`src/rtl/pwm2_pkg.sv`:
```
// Shared definitions for the two-channel PWM generator.
// Assumes: channel 0 is A (may serve as TOP source), channel 1 is B.
package pwm2_pkg;
    localparam int NCH = 2;

    typedef enum logic [1:0] {
        WM_SINGLE   = 2'b00,
        WM_DUAL     = 2'b01,
        WM_DUAL_HLD = 2'b10,
        WM_SINGLE2  = 2'b11
    } wave_mode_e;

    // Output code that makes the pin high in the low part of the count.
    localparam logic [1:0] OC_NONINV = 2'b10;

    function automatic logic is_dual(input wave_mode_e m);
        return (m == WM_DUAL) || (m == WM_DUAL_HLD);
    endfunction
endpackage

```
`src/rtl/pwm2_counter.sv`:
```
// Timebase for the PWM generator: single- or dual-slope counter with a
// selectable TOP and an optionally bottom-latched TOP source.
// Assumes: tick is a clock enable; cmpa_act is the active compare A.
module pwm2_counter #(
    parameter int W = 8
) (
    input  logic         clk,
    input  logic         rst_n,
    input  logic         tick,
    input  logic         dual,
    input  logic         hold_top,
    input  logic         top_sel_in,
    input  logic [W-1:0] cmpa_act,
    output logic [W-1:0] cnt,
    output logic [W-1:0] cnt_nxt,
    output logic         step_up,
    output logic         load_evt,
    output logic         down,
    output logic         bottom_flag,
    output logic         top_sel_eff
);
    localparam logic [W-1:0] MAXV = '1;

    logic         top_sel_q;
    logic         down_nxt;
    logic [W-1:0] top_val;

    assign top_sel_eff = hold_top ? top_sel_q : top_sel_in;
    assign top_val     = top_sel_eff ? cmpa_act : MAXV;
    assign load_evt    = tick && (cnt_nxt == '0);

    // Next count and direction for one tick.
    always_comb begin
        if (!dual) begin
            step_up = 1'b1;
            cnt_nxt = (cnt >= top_val) ? '0 : cnt + 1'b1;
        end else if (!down && (cnt < top_val)) begin
            step_up = 1'b1;
            cnt_nxt = cnt + 1'b1;
        end else begin
            step_up = 1'b0;
            cnt_nxt = (cnt == '0) ? '0 : cnt - 1'b1;
        end
        if (!dual || (cnt_nxt == '0))
            down_nxt = 1'b0;
        else if (cnt_nxt >= top_val)
            down_nxt = 1'b1;
        else
            down_nxt = down;
    end

    // Count and direction registers, advanced on tick.
    always_ff @(posedge clk) begin
        if (!rst_n) begin
            cnt  <= '0;
            down <= 1'b0;
        end else if (tick) begin
            cnt  <= cnt_nxt;
            down <= down_nxt;
        end
    end

    // Bottom pulse and bottom-sampled TOP source.
    always_ff @(posedge clk) begin
        if (!rst_n) begin
            bottom_flag <= 1'b0;
            top_sel_q   <= 1'b0;
        end else begin
            bottom_flag <= load_evt;
            if (load_evt)
                top_sel_q <= top_sel_in;
        end
    end
endmodule

```
`src/rtl/pwm2_cmp_buf.sv`:
```
// Double-buffered compare register: writes fill a holding buffer that is
// copied to the active value on the load event (count reaching zero).
// Assumes: load is a single-clock event from the counter.
module pwm2_cmp_buf #(
    parameter int W = 8
) (
    input  logic         clk,
    input  logic         rst_n,
    input  logic         wr,
    input  logic [W-1:0] wdata,
    input  logic         load,
    output logic [W-1:0] act
);
    logic [W-1:0] hold_q;

    // Holding buffer, written by software-side strobe.
    always_ff @(posedge clk) begin
        if (!rst_n)  hold_q <= '0;
        else if (wr) hold_q <= wdata;
    end

    // Active value, refreshed only at bottom.
    always_ff @(posedge clk) begin
        if (!rst_n)    act <= '0;
        else if (load) act <= hold_q;
    end
endmodule

```
`src/rtl/pwm2_out_unit.sv`:
```
// One PWM output channel: sets its pin to the base level at bottom, flips
// it when the count leaves the compare value upward and restores it when
// the count arrives at the compare value downward.
// Assumes: cnt/cnt_nxt/step_up/load_evt come from pwm2_counter.
module pwm2_out_unit #(
    parameter int W = 8
) (
    input  logic         clk,
    input  logic         rst_n,
    input  logic         tick,
    input  logic         step_up,
    input  logic         load_evt,
    input  logic [W-1:0] cnt,
    input  logic [W-1:0] cnt_nxt,
    input  logic [1:0]   code,
    input  logic [W-1:0] cmp,
    input  logic         force_off,
    output logic         pin
);
    logic pin_q;
    logic base;

    assign base = (code == pwm2_pkg::OC_NONINV);
    assign pin  = (code[1] && !force_off) ? pin_q : 1'b0;

    // Pin state machine driven by bottom and compare events.
    always_ff @(posedge clk) begin
        if (!rst_n)
            pin_q <= 1'b0;
        else if (load_evt)
            pin_q <= base;
        else if (tick && step_up && (cnt == cmp))
            pin_q <= !base;
        else if (tick && !step_up && (cnt_nxt == cmp))
            pin_q <= base;
    end
endmodule

```
`src/rtl/pwm2_gen.sv`:
```
// Two-channel PWM generator top: one shared counter, two double-buffered
// compare registers and two output units. Channel A's compare may serve as
// TOP, in which case its pin is forced low.
// Assumes: inputs are synchronous to clk; reset is synchronous, active low.
module pwm2_gen #(
    parameter int W = 8
) (
    input  logic         clk,
    input  logic         rst_n,
    input  logic         tick,
    input  logic [1:0]   wave_mode,
    input  logic         top_from_cmpa,
    input  logic [1:0]   oc_mode_a,
    input  logic [1:0]   oc_mode_b,
    input  logic         cmp_wr_a,
    input  logic         cmp_wr_b,
    input  logic [W-1:0] cmp_wdata,
    output logic         pwm_a,
    output logic         pwm_b,
    output logic         bottom_pulse,
    output logic         count_down
);
    import pwm2_pkg::*;

    wave_mode_e            mode;
    logic [W-1:0]          cnt_w;
    logic [W-1:0]          cnt_nxt_w;
    logic                  step_up_w;
    logic                  load_w;
    logic                  down_w;
    logic                  top_sel_w;
    logic [W-1:0]          act_v [NCH];
    logic [1:0]            code_v [NCH];
    logic [NCH-1:0]        wr_v;
    logic [NCH-1:0]        off_v;
    logic [NCH-1:0]        pin_v;
    logic [W-1:0]          cmp_act_b;

    assign mode      = wave_mode_e'(wave_mode);
    assign code_v[0] = oc_mode_a;
    assign code_v[1] = oc_mode_b;
    assign wr_v      = {cmp_wr_b, cmp_wr_a};
    assign off_v     = {1'b0, top_sel_w};
    assign pwm_a     = pin_v[0];
    assign pwm_b     = pin_v[1];
    assign count_down = down_w;
    assign cmp_act_b = act_v[1];

    pwm2_counter #(.W(W)) u_cnt (
        .clk        (clk),
        .rst_n      (rst_n),
        .tick       (tick),
        .dual       (is_dual(mode)),
        .hold_top   (mode == WM_DUAL_HLD),
        .top_sel_in (top_from_cmpa),
        .cmpa_act   (act_v[0]),
        .cnt        (cnt_w),
        .cnt_nxt    (cnt_nxt_w),
        .step_up    (step_up_w),
        .load_evt   (load_w),
        .down       (down_w),
        .bottom_flag(bottom_pulse),
        .top_sel_eff(top_sel_w)
    );

    for (genvar ch = 0; ch < NCH; ch++) begin : g_chan
        pwm2_cmp_buf #(.W(W)) u_buf (
            .clk  (clk),
            .rst_n(rst_n),
            .wr   (wr_v[ch]),
            .wdata(cmp_wdata),
            .load (load_w),
            .act  (act_v[ch])
        );
        pwm2_out_unit #(.W(W)) u_out (
            .clk      (clk),
            .rst_n    (rst_n),
            .tick     (tick),
            .step_up  (step_up_w),
            .load_evt (load_w),
            .cnt      (cnt_w),
            .cnt_nxt  (cnt_nxt_w),
            .code     (code_v[ch]),
            .cmp      (act_v[ch]),
            .force_off(off_v[ch]),
            .pin      (pin_v[ch])
        );
    end
endmodule

```
`config.mk`:
```
export PLATFORM = sky130hd
export DESIGN_NAME = pwm2_gen
export DESIGN_NICKNAME = d
export VERILOG_FILES = /design/src/rtl/pwm2_pkg.sv /design/src/rtl/pwm2_counter.sv /design/src/rtl/pwm2_cmp_buf.sv /design/src/rtl/pwm2_out_unit.sv /design/src/rtl/pwm2_gen.sv
export SDC_FILE = /design/constraint.sdc
export NUM_CORES = 1
export LEC_CHECK = 0
export ABC_CLOCK_PERIOD_IN_PS = 5200
export CORE_ASPECT_RATIO = 0.8
export CORE_MARGIN = 2
export CORE_UTILIZATION = 35
export CTS_CLUSTER_SIZE = 10
export DETAILED_ROUTE_END_ITERATION = 10
export PLACE_DENSITY = 0.53
export SETUP_SLACK_MARGIN = 0.2
export SLEW_MARGIN = 20
export SYNTH_ARGS = -nofsm -noshare
export SYNTH_HDL_FRONTEND = slang
export SYNTH_SLANG_ARGS = --single-unit
export TNS_END_PERCENT = 50
```
`constraint.sdc`:
```
create_clock -name clk -period 5.2 [get_ports clk]
set_clock_uncertainty 0.15 [all_clocks]
set_input_delay 1.04 -clock clk [delete_from_list [all_inputs] [get_ports clk]]
set_output_delay 1.04 -clock clk [all_outputs]
set_load 0.01 [all_outputs]
```
==> metrics.csv, run 1 <==
stage,metric,value,unit
grt,first-pass GRT wire length,18300,um
setup_path,CP startpoint,top_from_cmpa,
logic_synthesis,mux cell area share after synthesis,0.105,
timing,hold slack,0.346,ns
setup_path,reg2reg start,u_cnt.top_sel_q,
logic_synthesis,Simple-Gate Fraction of Synth Area,0.227,
routing,routed vias/inst,5.66,
logic_synthesis,cell taking the most area after synthesis,dfxtp_1,
cts,CTS tree,yes,
cts,CTS sink cnt,45,
finish,Antenna Cells,0,
logic_synthesis,"Top FF cell, synth",dfxtp_1,
min_path,worst hold path class,reg2reg,
grt,vias in the first global route,3308,
power_and_ir_drop,total power,0.00118,W
place,I/O Buffers,23,
floorplan,core area,9610,um^2
logic_synthesis,cell count after synthesis,408,
cts,hold buffer count at CTS,0,
setup_path,startpoint types,primary input,
logic_synthesis,Mean Syn Cell Area,8.46,um^2
logic_synthesis,Synth area leaders,"dfxtp_1 26%, mux2i_1 10%, nor2_1 6.7%, ha_1 6.5%, xor2_1 6.1%",
setup_path,WP data required,5.20,ns
timing,fin crit share,0.935,
timing,post-layout minimum cycle time,4.86,ns
logic_synthesis,async set-reset flop share out of synthesis,0,
grt,largest net degree at the start of global routing,45,
cts,htree depth,2,
floorplan,Site Rows,32,
place,routability congestion estimate from global placement,1.02,
setup_path,Worst Setup Path Type,in2reg,
finish,nets,519,
routing,WL/cell,19.1,um
cts,TritonCTS Buffers,5,
logic_synthesis,post-synth top area share,0.261,
logic_synthesis,post-synthesis xor/xnor area fraction,0.0761,
job,Max Cap Violations,0,
logic_synthesis,number of unique standard cell types used by synthesis,74,
finish,post-layout util,0.478,
floorplan,io pins,24,
logic_synthesis,syn_nets,446,
routing,routed wire length,11500,um
routing,drt initial violations,275,
cts,CTS Root Cell,clkbuf_16,
min_path,Worst Hold Launch,g_chan[1].u_buf.hold_q[0],
cts,worst skew pair latency,0.29,ns
logic_synthesis,Synth Area in Compound Gates,0.203,
power_and_ir_drop,power per cell area,258,nW/um^2
cts,clock buffer depth,2,
logic_synthesis,main combinational cell family by area after synthesis,simple AND/OR/NAND/NOR gates,
grt,Tot GR Track Use,0.221,
logic_synthesis,synth cell count leaders,"62 x nor2_1, 45 x dfxtp_1, 35 x mux2i_1, 24 x xor2_1, 19 x nand2_1",
finish,Layout area overhead,32.9,%
place,detailed placement HPWL,8610,um
logic_synthesis,Post-synth EDFFs,0,
floorplan,area of the die,10700,um^2
timing,Peak Freq,206,MHz
logic_synthesis,Post-Syn Area,3450,um^2
logic_synthesis,sequential share of the synthesized area,0.261,
routing,vias post-DR,3400,
logic_synthesis,Post-Synth Adder-Cell Area,0.0681,
grt,grt ovf,0,
logic_synthesis,most frequent cell after synthesis,nor2_1,
routing,Detailed Routing Iterations Pass 1,5,
finish,fraction of layout cells with a size suffix above 1,0.241,
setup_path,CP arrival,4.87,ns
power_and_ir_drop,Static Leak,1.98,nW
floorplan,Die Ht,92.8,um
floorplan,Die Wd,115,um
setup_path,"critical path fanouts, max",8,
power_and_ir_drop,Worst VDD drop,0.114,mV
finish,Filler cells,961,
floorplan,starting density of the core,0.359,
setup_path,Worst Setup End Kind,flip-flop,
outcome,status,completed,
timing,Final Hold Fails,0,
timing,Slew HR,0.397,
routing,Residual DRC,0,
logic_synthesis,Seq cells post-synth,45,
logic_synthesis,"Warnings, synthesis",0,
grt,initial antenna violation count,0,
timing,setup_tns,0,ns
timing,RSZ-0062 raised after global routing,no,
routing,Post-DRT Antenna Nets,0,
timing,slew at the pin closest to its max-slew limit,0.903,ns
timing,fin. max-slew vios,0,
cts,clk slew on worst S/H paths,0.06,ns
timing,Final Setup Violations,0,
-- cell families (layout without fill, tap and decap cells) --
group / count (synthesis) / count (layout)
xor+xnor: 30 / 30
flops: 45 / 45
buf+inv: 44 / 118
compound gates: 86 / 86
mux: 36 / 36
simple gates: 148 / 148
fa+ha+maj: 19 / 19
-- power breakdown --
group	leakage [nW]	internal (W)	switching, W
clock	0.0841	0.000240	0.000131
combinational	1.53	0.000206	0.000213
sequential	0.368	0.000363	0.0000295
-- area by class of cell --
cell class              instances  area, um^2  area share
inverters                      19        71.3      0.0155
clock inverters                 1        30.0     0.00654
clock buffers                   7         143      0.0311
repair buffers                 91         805       0.175
multi-input cells             319        2490       0.543
flip-flops and latches         45         901       0.196
well taps                     119         149      0.0324
-- flip-flops by register name (all words and copies together) (netlist names) --
name and cells:
u_cnt.top_sel_q 1, g_chan.u_buf.hold_q 16, g_chan.u_buf.act 16, u_cnt.down 1
u_cnt.bottom_flag 1, g_chan.u_out.pin_q 2, u_cnt.cnt 8
-- per-stage QoR --
step           setup slack, ns  instance area [um^2]  std cells
6_report                 0.336                  4590        601
5_1_grt                  0.226                  4590        601
4_1_cts                  0.198                  4400        592
3_5_place_dp            -0.299                  4160        580
3_3_place_gp            -0.293                  4160        580
2_1_floorplan            0.510                  3450        408
-- cell usage in the layout, fill, tap and decap left out, types with 3 or more instances in the layout --
master,Yosys,layout
buf_4,3,63
nor2_1,62,59
dfxtp_1,45,45
mux2i_1,35,35
xor2_1,24,24
clkdlybuf4s50_1,0,21
nand2_1,19,18
ha_1,18,17
inv_1,17,16
a21oi_1,15,14
o21ai_0,9,9
a211oi_1,10,9
nor4_1,8,8
nand4_1,7,7
xnor2_1,6,6
clkbuf_16,0,6
nor3_1,6,5
and2_1,6,5
nand3_1,4,4
a21o_1,4,4
or3_1,5,4
nand2b_1,4,3
a211o_1,4,3
and4_4,1,3
nor2_2,0,3
o211ai_1,3,3
o31ai_1,3,3
nor3b_1,3,3
o2111a_1,3,3
or2_2,3,3
buf_12,0,3
-- what timing repair did --
item	4_1_cts	5_1_grt
pin swaps	4	14
buffers inserted	4	8
gates cloned	0	1
setup endpoints to repair	20	20
gates resized for setup	8	25
-- final timing paths --
path	depth (start not counted)	endpoint	slack, ns
setup / recovery	16	g_chan[1].u_buf.act[4]	0.34
hold / removal	2	g_chan[1].u_buf.act[0]	0.35
hold reg to reg	2	g_chan[1].u_buf.act[0]	0.35
setup reg to reg	15	g_chan[1].u_buf.act[4]	1.24
-- metal layers --
layer / GRT usage / vias to the layer above / wire length, um
met2: 0.322 / 110 / 4780
met1: 0.340 / 1632 / 5850
met3: 0.0373 / 9 / 737
li1: - / 1649 / -
met4: 0.0361 / 0 / 92
met5: 0 / - / 0
-- critical path, stage by stage --
cell,delay (ns)
clkdlybuf4s50_1,0.47
mux2i_4,0.29
buf_12,0.15
nor2_1,0.05
ha_1,0.35
and4_4,0.26
nand2_4,0.07
a211o_4,0.34
a21o_1,0.24
buf_12,0.14
a211o_1,0.31
a32o_2,0.26
nor3_4,0.39
clkbuf_16,0.25
mux2i_1,0.18
nor2_1,0.06
Power figures use the tool's default switching activity.
==> run 2, diff against run 1 <==
--- a/config.mk
+++ b/config.mk
@@ -6,12 +6,14 @@
 export NUM_CORES = 1
 export LEC_CHECK = 0
 export ABC_CLOCK_PERIOD_IN_PS = 5200
+export CELL_PAD_IN_SITES_DETAIL_PLACEMENT = 1
+export CELL_PAD_IN_SITES_GLOBAL_PLACEMENT = 1
 export CORE_ASPECT_RATIO = 0.8
 export CORE_MARGIN = 2
 export CORE_UTILIZATION = 35
 export CTS_CLUSTER_SIZE = 10
 export DETAILED_ROUTE_END_ITERATION = 10
-export PLACE_DENSITY = 0.53
+export PLACE_DENSITY = 0.66
 export SETUP_SLACK_MARGIN = 0.2
 export SLEW_MARGIN = 20
 export SYNTH_ARGS = -nofsm -noshare
==> metrics.csv, run 2 (synthesis results as in run 1) <==
stage,metric,value,unit,change
timing,fin. max-slew vios,0,,unchanged
power_and_ir_drop,sw power,0.000401,W,+7.3%
min_path,worst hold path class,reg2reg,,
floorplan,Site Rows,32,,unchanged
power_and_ir_drop,Int Pwr,0.000804,W,-0.50%
timing,Slew HR,0.452,,+0.0552
job,Max Cap Violations,0,,unchanged
place,routability congestion estimate from global placement,0.986,,-2.8%
floorplan,area of the die,10700,um^2,unchanged
finish,nets,509,,-1.9%
setup_path,Reg-to-Reg End,g_chan[1].u_buf.act[4],,
grt,largest net degree at the start of global routing,45,,unchanged
setup_path,CP startpoint,wave_mode[0],,
cts,CTS sink cnt,45,,unchanged
setup_path,Critical path destination,g_chan[1].u_buf.act[4],,
setup_path,startpoint types,primary input,,
setup_path,CP arrival,4.92,ns,+0.05 ns
cts,clk slew on worst S/H paths,0.06,ns,about the same
finish,Filler cells,1104,,+15%
routing,WL/cell,22.2,um,+16%
grt,initial antenna violation count,0,,unchanged
grt,vias in the first global route,3433,,+3.8%
setup_path,"critical path fanouts, max",8,,unchanged
cts,worst skew pair latency,0.29,ns,about the same
timing,setup_tns,0,ns,unchanged
setup_path,r2r worst-path depth,14,,-1
cts,CTS tree,yes,,
power_and_ir_drop,power per cell area,258,nW/um^2,+0.32%
timing,RSZ-0062 raised after global routing,yes,,
outcome,status,completed,,
cts,htree depth,2,,unchanged
floorplan,Die Wd,115,um,unchanged
timing,post-layout minimum cycle time,4.91,ns,+0.0411 ns
power_and_ir_drop,Clk pwr share,0.294,,-0.020
grt,first-pass GRT wire length,19700,um,+8.0%
cts,clock buffer depth,2,,unchanged
setup_path,reg2reg start,u_cnt.cnt[5],,
grt,Tot GR Track Use,0.246,,+0.0251
floorplan,io pins,24,,unchanged
routing,routed wire length,13100,um,+14%
min_path,Worst Hold Launch,g_chan[0].u_buf.hold_q[6],,
routing,Residual DRC,0,,unchanged
floorplan,Die Ht,92.8,um,unchanged
power_and_ir_drop,Flop pwr share,0.328,,-0.004
power_and_ir_drop,total power,0.00121,W,+2.0%
routing,Post-DRT Antenna Nets,0,,unchanged
cts,TritonCTS Buffers,5,,unchanged
setup_path,WP data required,5.22,ns,+0.02 ns
timing,Final Setup Violations,0,,unchanged
finish,"most common cell after layout, fill and taps aside",nor2_1,,
cts,CTS Root Cell,clkbuf_16,,
routing,vias post-DR,3474,,+2.2%
floorplan,starting density of the core,0.359,,unchanged
power_and_ir_drop,Sw Share,0.333,,+0.0164
finish,Largest regs,"g_chan.u_buf.act (16), g_chan.u_buf.hold_q (16), u_cnt.cnt (8)",,
finish,Antenna Cells,0,,unchanged
place,detailed placement HPWL,9790,um,+14%
timing,fin crit share,0.943,,+0.00790
timing,slew at the pin closest to its max-slew limit,0.821,ns,-0.0827 ns
setup_path,Worst Setup Path Type,in2reg,,
routing,routed vias/inst,5.89,,+4.1%
floorplan,core area,9610,um^2,unchanged
setup_path,Worst Setup End Kind,flip-flop,,
power_and_ir_drop,Worst VDD drop,0.149,mV,+30%
setup_path,reg2reg setup slack,1.33,ns,+0.09 ns
place,I/O Buffers,23,,unchanged
timing,Final Hold Fails,0,,unchanged
routing,drt initial violations,278,,+1.1%
timing,Peak Freq,204,MHz,-0.84%
finish,"commonest cells after routing, fill and taps aside","55 x nor2_1, 51 x buf_4, 45 x dfxtp_1",,
power_and_ir_drop,Logic pwr share,0.378,,+0.024
routing,Detailed Routing Iterations Pass 1,5,,unchanged
finish,Layout area overhead,35.1,%,
power_and_ir_drop,Static Leak,1.92,nW,-3.2%
grt,grt ovf,0,,unchanged
finish,fraction of layout cells with a size suffix above 1,0.257,,+0.0162
[run 2: worst max-delay path, stage by stage]
cell and delay [ns]:
clkdlybuf4s50_1 0.45, inv_1 0.06, ha_4 0.18, mux2i_4 0.19, buf_12 0.16, nor2_4 0.13, ha_4 0.22, and4_4 0.21
and2_4 0.17, nor4_4 0.30, buf_6 0.19, a2111oi_2 0.07, buf_4 0.15, a211o_1 0.28, a32o_2 0.30, nor3_4 0.20
buf_6 0.17, clkbuf_16 0.17, mux2i_1 0.20, nor2_1 0.05
[run 2: worst min-delay path by stage]
stage                                     end  cells after the start
floorplan           g_chan[0].u_buf.hold_q[0]                      2
global placement       g_chan[0].u_buf.act[3]                      2
detailed placement  g_chan[1].u_buf.hold_q[1]                      2
CTS                 g_chan[1].u_buf.hold_q[1]                      2
global route        g_chan[0].u_buf.hold_q[3]                      2
finish                 g_chan[0].u_buf.act[6]                      2
[run 2: power groups by stage]
stage / logic (W) / registers, W / clock network [W]
3_3_place_gp: 0.000371 / 0.000399 / 0
2_1_floorplan: 0.000244 / 0.000379 / 0
5_1_grt: 0.000491 / 0.000398 / 0.000377
4_1_cts: 0.000394 / 0.000393 / 0.000363
3_5_place_dp: 0.000380 / 0.000400 / 0
6_report: 0.000456 / 0.000396 / 0.000354
[run 2: cell type report]
type	count	area [um^2]	area share
Multi-Input combinational cell	320	2660	0.570
Sequential cell	45	901	0.193
Timing Repair Buffer	80	726	0.156
Tap cell	119	149	0.0319
Clock buffer	5	125	0.0268
Inverter	19	71.3	0.0153
Clock inverter	2	35.0	0.00751
[run 2: what timing repair did]
action,CTS,global route
resized for setup,10,43
endpoints found under the setup margin,20,20
pin swaps,2,16
setup buffers,0,7
cloned,1,2
hold buffers,0,0
[run 2: per-layer routing]
metal | wire length (um) | vias up | track usage | part of all wire
li1 | - | 1625 | - | -
met1 | 6450 | 1724 | 0.352 | 0.49
met2 | 5760 | 111 | 0.382 | 0.44
met3 | 732 | 14 | 0.0445 | 0.056
met4 | 156 | 0 | 0.0552 | 0.012
met5 | 0 | - | 0 | 0
[run 2: metrics by stage]
step / util / cells / instance area, um^2 / hold slack (ns) / setup slack (ns)
floorplan: - / 408 / 3450 / 0.310 / 0.510
global placement: 0.424 / 573 / 4080 / 0.330 / -0.216
detailed placement: 0.424 / 573 / 4080 / 0.337 / -0.314
CTS: 0.448 / 581 / 4310 / 0.357 / 0.235
global route: 0.485 / 590 / 4660 / 0.381 / 0.154
finish: 0.485 / 590 / 4660 / 0.353 / 0.295
==> run 3, diff against run 2 <==
--- a/config.mk
+++ b/config.mk
@@ -10,10 +10,10 @@
 export CELL_PAD_IN_SITES_GLOBAL_PLACEMENT = 1
 export CORE_ASPECT_RATIO = 0.8
 export CORE_MARGIN = 2
-export CORE_UTILIZATION = 35
+export CORE_UTILIZATION = 45
 export CTS_CLUSTER_SIZE = 10
 export DETAILED_ROUTE_END_ITERATION = 10
-export PLACE_DENSITY = 0.66
+export PLACE_DENSITY = 0.81
 export SETUP_SLACK_MARGIN = 0.2
 export SLEW_MARGIN = 20
 export SYNTH_ARGS = -nofsm -noshare
==> metrics.csv, run 3 (synthesis results as in run 1) <==
stage,metric,value,unit,change
cts,worst skew pair latency,0.31,ns,+0.02 ns
timing,post-layout minimum cycle time,4.73,ns,-0.179 ns
timing,Peak Freq,212,MHz,+3.8%
timing,Final Setup Violations,0,,unchanged
floorplan,Site Rows,28,,-13%
finish,FF+latch area,901,um^2,unchanged
finish,nets,507,,-0.39%
min_path,WHS Path Cells,2,,unchanged
routing,Detailed Routing Iterations Pass 1,7,,+2
grt,Tot GR Track Use,0.305,,+0.0591
setup_path,"critical path fanouts, max",8,,unchanged
finish,Multi-input gate area,2590,um^2,-2.4%
place,I/O Buffers,23,,unchanged
finish,Layout area overhead,30.9,%,
setup_path,r2r worst-path depth,10,,-4
floorplan,core area,7430,um^2,-23%
floorplan,Die Ht,82.4,um,-11%
setup_path,Worst Setup End Kind,flip-flop,,
routing,WL/cell,24.2,um,+9.1%
setup_path,Worst Setup Path Type,in2reg,,
finish,"commonest cells after routing, fill and taps aside","56 x nor2_1, 50 x buf_4, 45 x dfxtp_1",,
grt,vias in the first global route,3482,,+1.4%
routing,Residual DRC,0,,unchanged
setup_path,CP arrival,4.76,ns,-0.16 ns
place,Placed Area,4040,um^2,-1.0%
min_path,worst hold path class,reg2reg,,
floorplan,area of the die,8400,um^2,-21%
cts,htree depth,2,,unchanged
finish,design area,4520,um^2,-3.1%
place,detailed placement HPWL,9600,um,-2.0%
setup_path,reg2reg start,u_cnt.cnt[2],,
routing,routed vias/inst,6.41,,+8.8%
cts,CTS Root Cell,clkbuf_8,,
floorplan,io pins,24,,unchanged
routing,drt initial violations,321,,+15%
grt,initial antenna violation count,0,,unchanged
floorplan,Die Wd,102,um,-11%
timing,setup_tns,0,ns,unchanged
cts,CTS sink cnt,45,,unchanged
job,Max Cap Violations,0,,unchanged
setup_path,Reg-to-Reg End,u_cnt.top_sel_q,,
power_and_ir_drop,power per cell area,237,nW/um^2,-8.2%
finish,post-layout util,0.608,,+0.123
outcome,status,completed,,
finish,Filler cells,869,,-21%
timing,Slew HR,0.390,,-0.0626
timing,hold slack,0.361,ns,+0.00803 ns
power_and_ir_drop,Worst VDD drop,0.174,mV,+17%
grt,first-pass GRT wire length,19100,um,-3.4%
setup_path,WP data required,5.23,ns,about the same
routing,vias post-DR,3683,,+6.0%
setup_path,reg2reg setup slack,1.20,ns,-0.13 ns
cts,clock buffer depth,2,,unchanged
routing,routed wire length,13900,um,+6.3%
finish,"most common cell after layout, fill and taps aside",nor2_1,,
cts,TritonCTS Buffers,5,,unchanged
timing,RSZ-0062 raised after global routing,no,,
finish,fraction of layout cells with a size suffix above 1,0.247,,-0.0101
timing,slew at the pin closest to its max-slew limit,0.914,ns,+0.0938 ns
finish,Largest regs,"g_chan.u_buf.act (16), g_chan.u_buf.hold_q (16), u_cnt.cnt (8)",,
min_path,Worst Hold Launch,g_chan[0].u_buf.hold_q[7],,
timing,fin. max-slew vios,0,,unchanged
setup_path,startpoint types,primary input,,
routing,Post-DRT Antenna Nets,0,,unchanged
power_and_ir_drop,Static Leak,1.89,nW,-1.3%
cts,CTS tree,yes,,
min_path,Worst Hold End,g_chan[0].u_buf.hold_q[7],,
place,routability congestion estimate from global placement,0.962,,-2.4%
timing,fin crit share,0.909,,-0.0344
setup_path,CP startpoint,top_from_cmpa,,
cts,clk slew on worst S/H paths,0.09,ns,+0.03 ns
floorplan,starting density of the core,0.465,,+0.106
timing,Final Hold Fails,0,,unchanged
power_and_ir_drop,total power,0.00107,W,-11%
finish,Antenna Cells,0,,unchanged
grt,largest net degree at the start of global routing,45,,unchanged
grt,grt ovf,0,,unchanged
[run 3: cell types whose count changed in the layout (fill, tap and decap cells not counted), moves of 3 or more]
cell / delta
clkbuf_8: +5
ha_4: -4
clkbuf_16: -5
ha_1: +3
[run 3: how the worst max path moves through the flow]
stage	slack (ns)	cells after the start	end
3_5_place_dp	-0.39	19	u_cnt.down
3_3_place_gp	-0.19	17	g_chan[1].u_out.pin_q
6_report	0.47	15	u_cnt.top_sel_q
5_1_grt	0.31	17	u_cnt.top_sel_q
2_1_floorplan	0.51	19	u_cnt.down
4_1_cts	0.21	16	g_chan[1].u_out.pin_q
[run 3: area by class of cell]
class | count | area share
multi-input cells | 319 | 0.574
flip-flops and latches | 45 | 0.199
repair buffers | 79 | 0.162
well taps | 105 | 0.0291
inverters | 19 | 0.0158
clock buffers | 5 | 0.0152
clock inverters | 3 | 0.00471
[run 3: power by group]
part,internal [W],leakage (nW),switching (W)
combinational,0.000208,1.48,0.000242
sequential,0.000362,0.368,0.0000318
clock,0.0000956,0.0445,0.000133
[run 3: layer usage]
metal / up-vias / global-route usage / routed length [um] / part of all wire
li1: 1621 / - / - / -
met1: 1833 / 0.421 / 5970 / 0.43
met2: 197 / 0.486 / 6540 / 0.47
met3: 32 / 0.0648 / 1150 / 0.082
met4: 0 / 0.0787 / 269 / 0.019
met5: - / 0 / 0 / 0
[run 3: timing repair]
action / CTS / global route
pin swaps: 1 / 20
hold buffers: 0 / 0
gates resized for setup: 7 / 44
endpoints found under the setup margin: 20 / 20
gates cloned: 0 / 1
setup buffers: 1 / 11
[run 3: worst max-delay path, stage by stage]
cell             delay (ns)
clkdlybuf4s50_1        0.54
mux2i_4                0.10
buf_12                 0.15
buf_4                  0.14
buf_4                  0.12
buf_4                  0.16
or3_1                  0.31
a211o_1                0.37
a21o_1                 0.26
a211o_1                0.36
a32o_2                 0.28
nor3_4                 0.37
clkbuf_16              0.25
mux2i_1                0.22
nor2_1                 0.06
[run 3: per-stage QoR]
stage          std cells  setup WS [ns]
6_report             575          0.474
5_1_grt              575          0.312
4_1_cts              563          0.207
3_5_place_dp         554         -0.390
3_3_place_gp         554         -0.186
2_1_floorplan        408          0.510
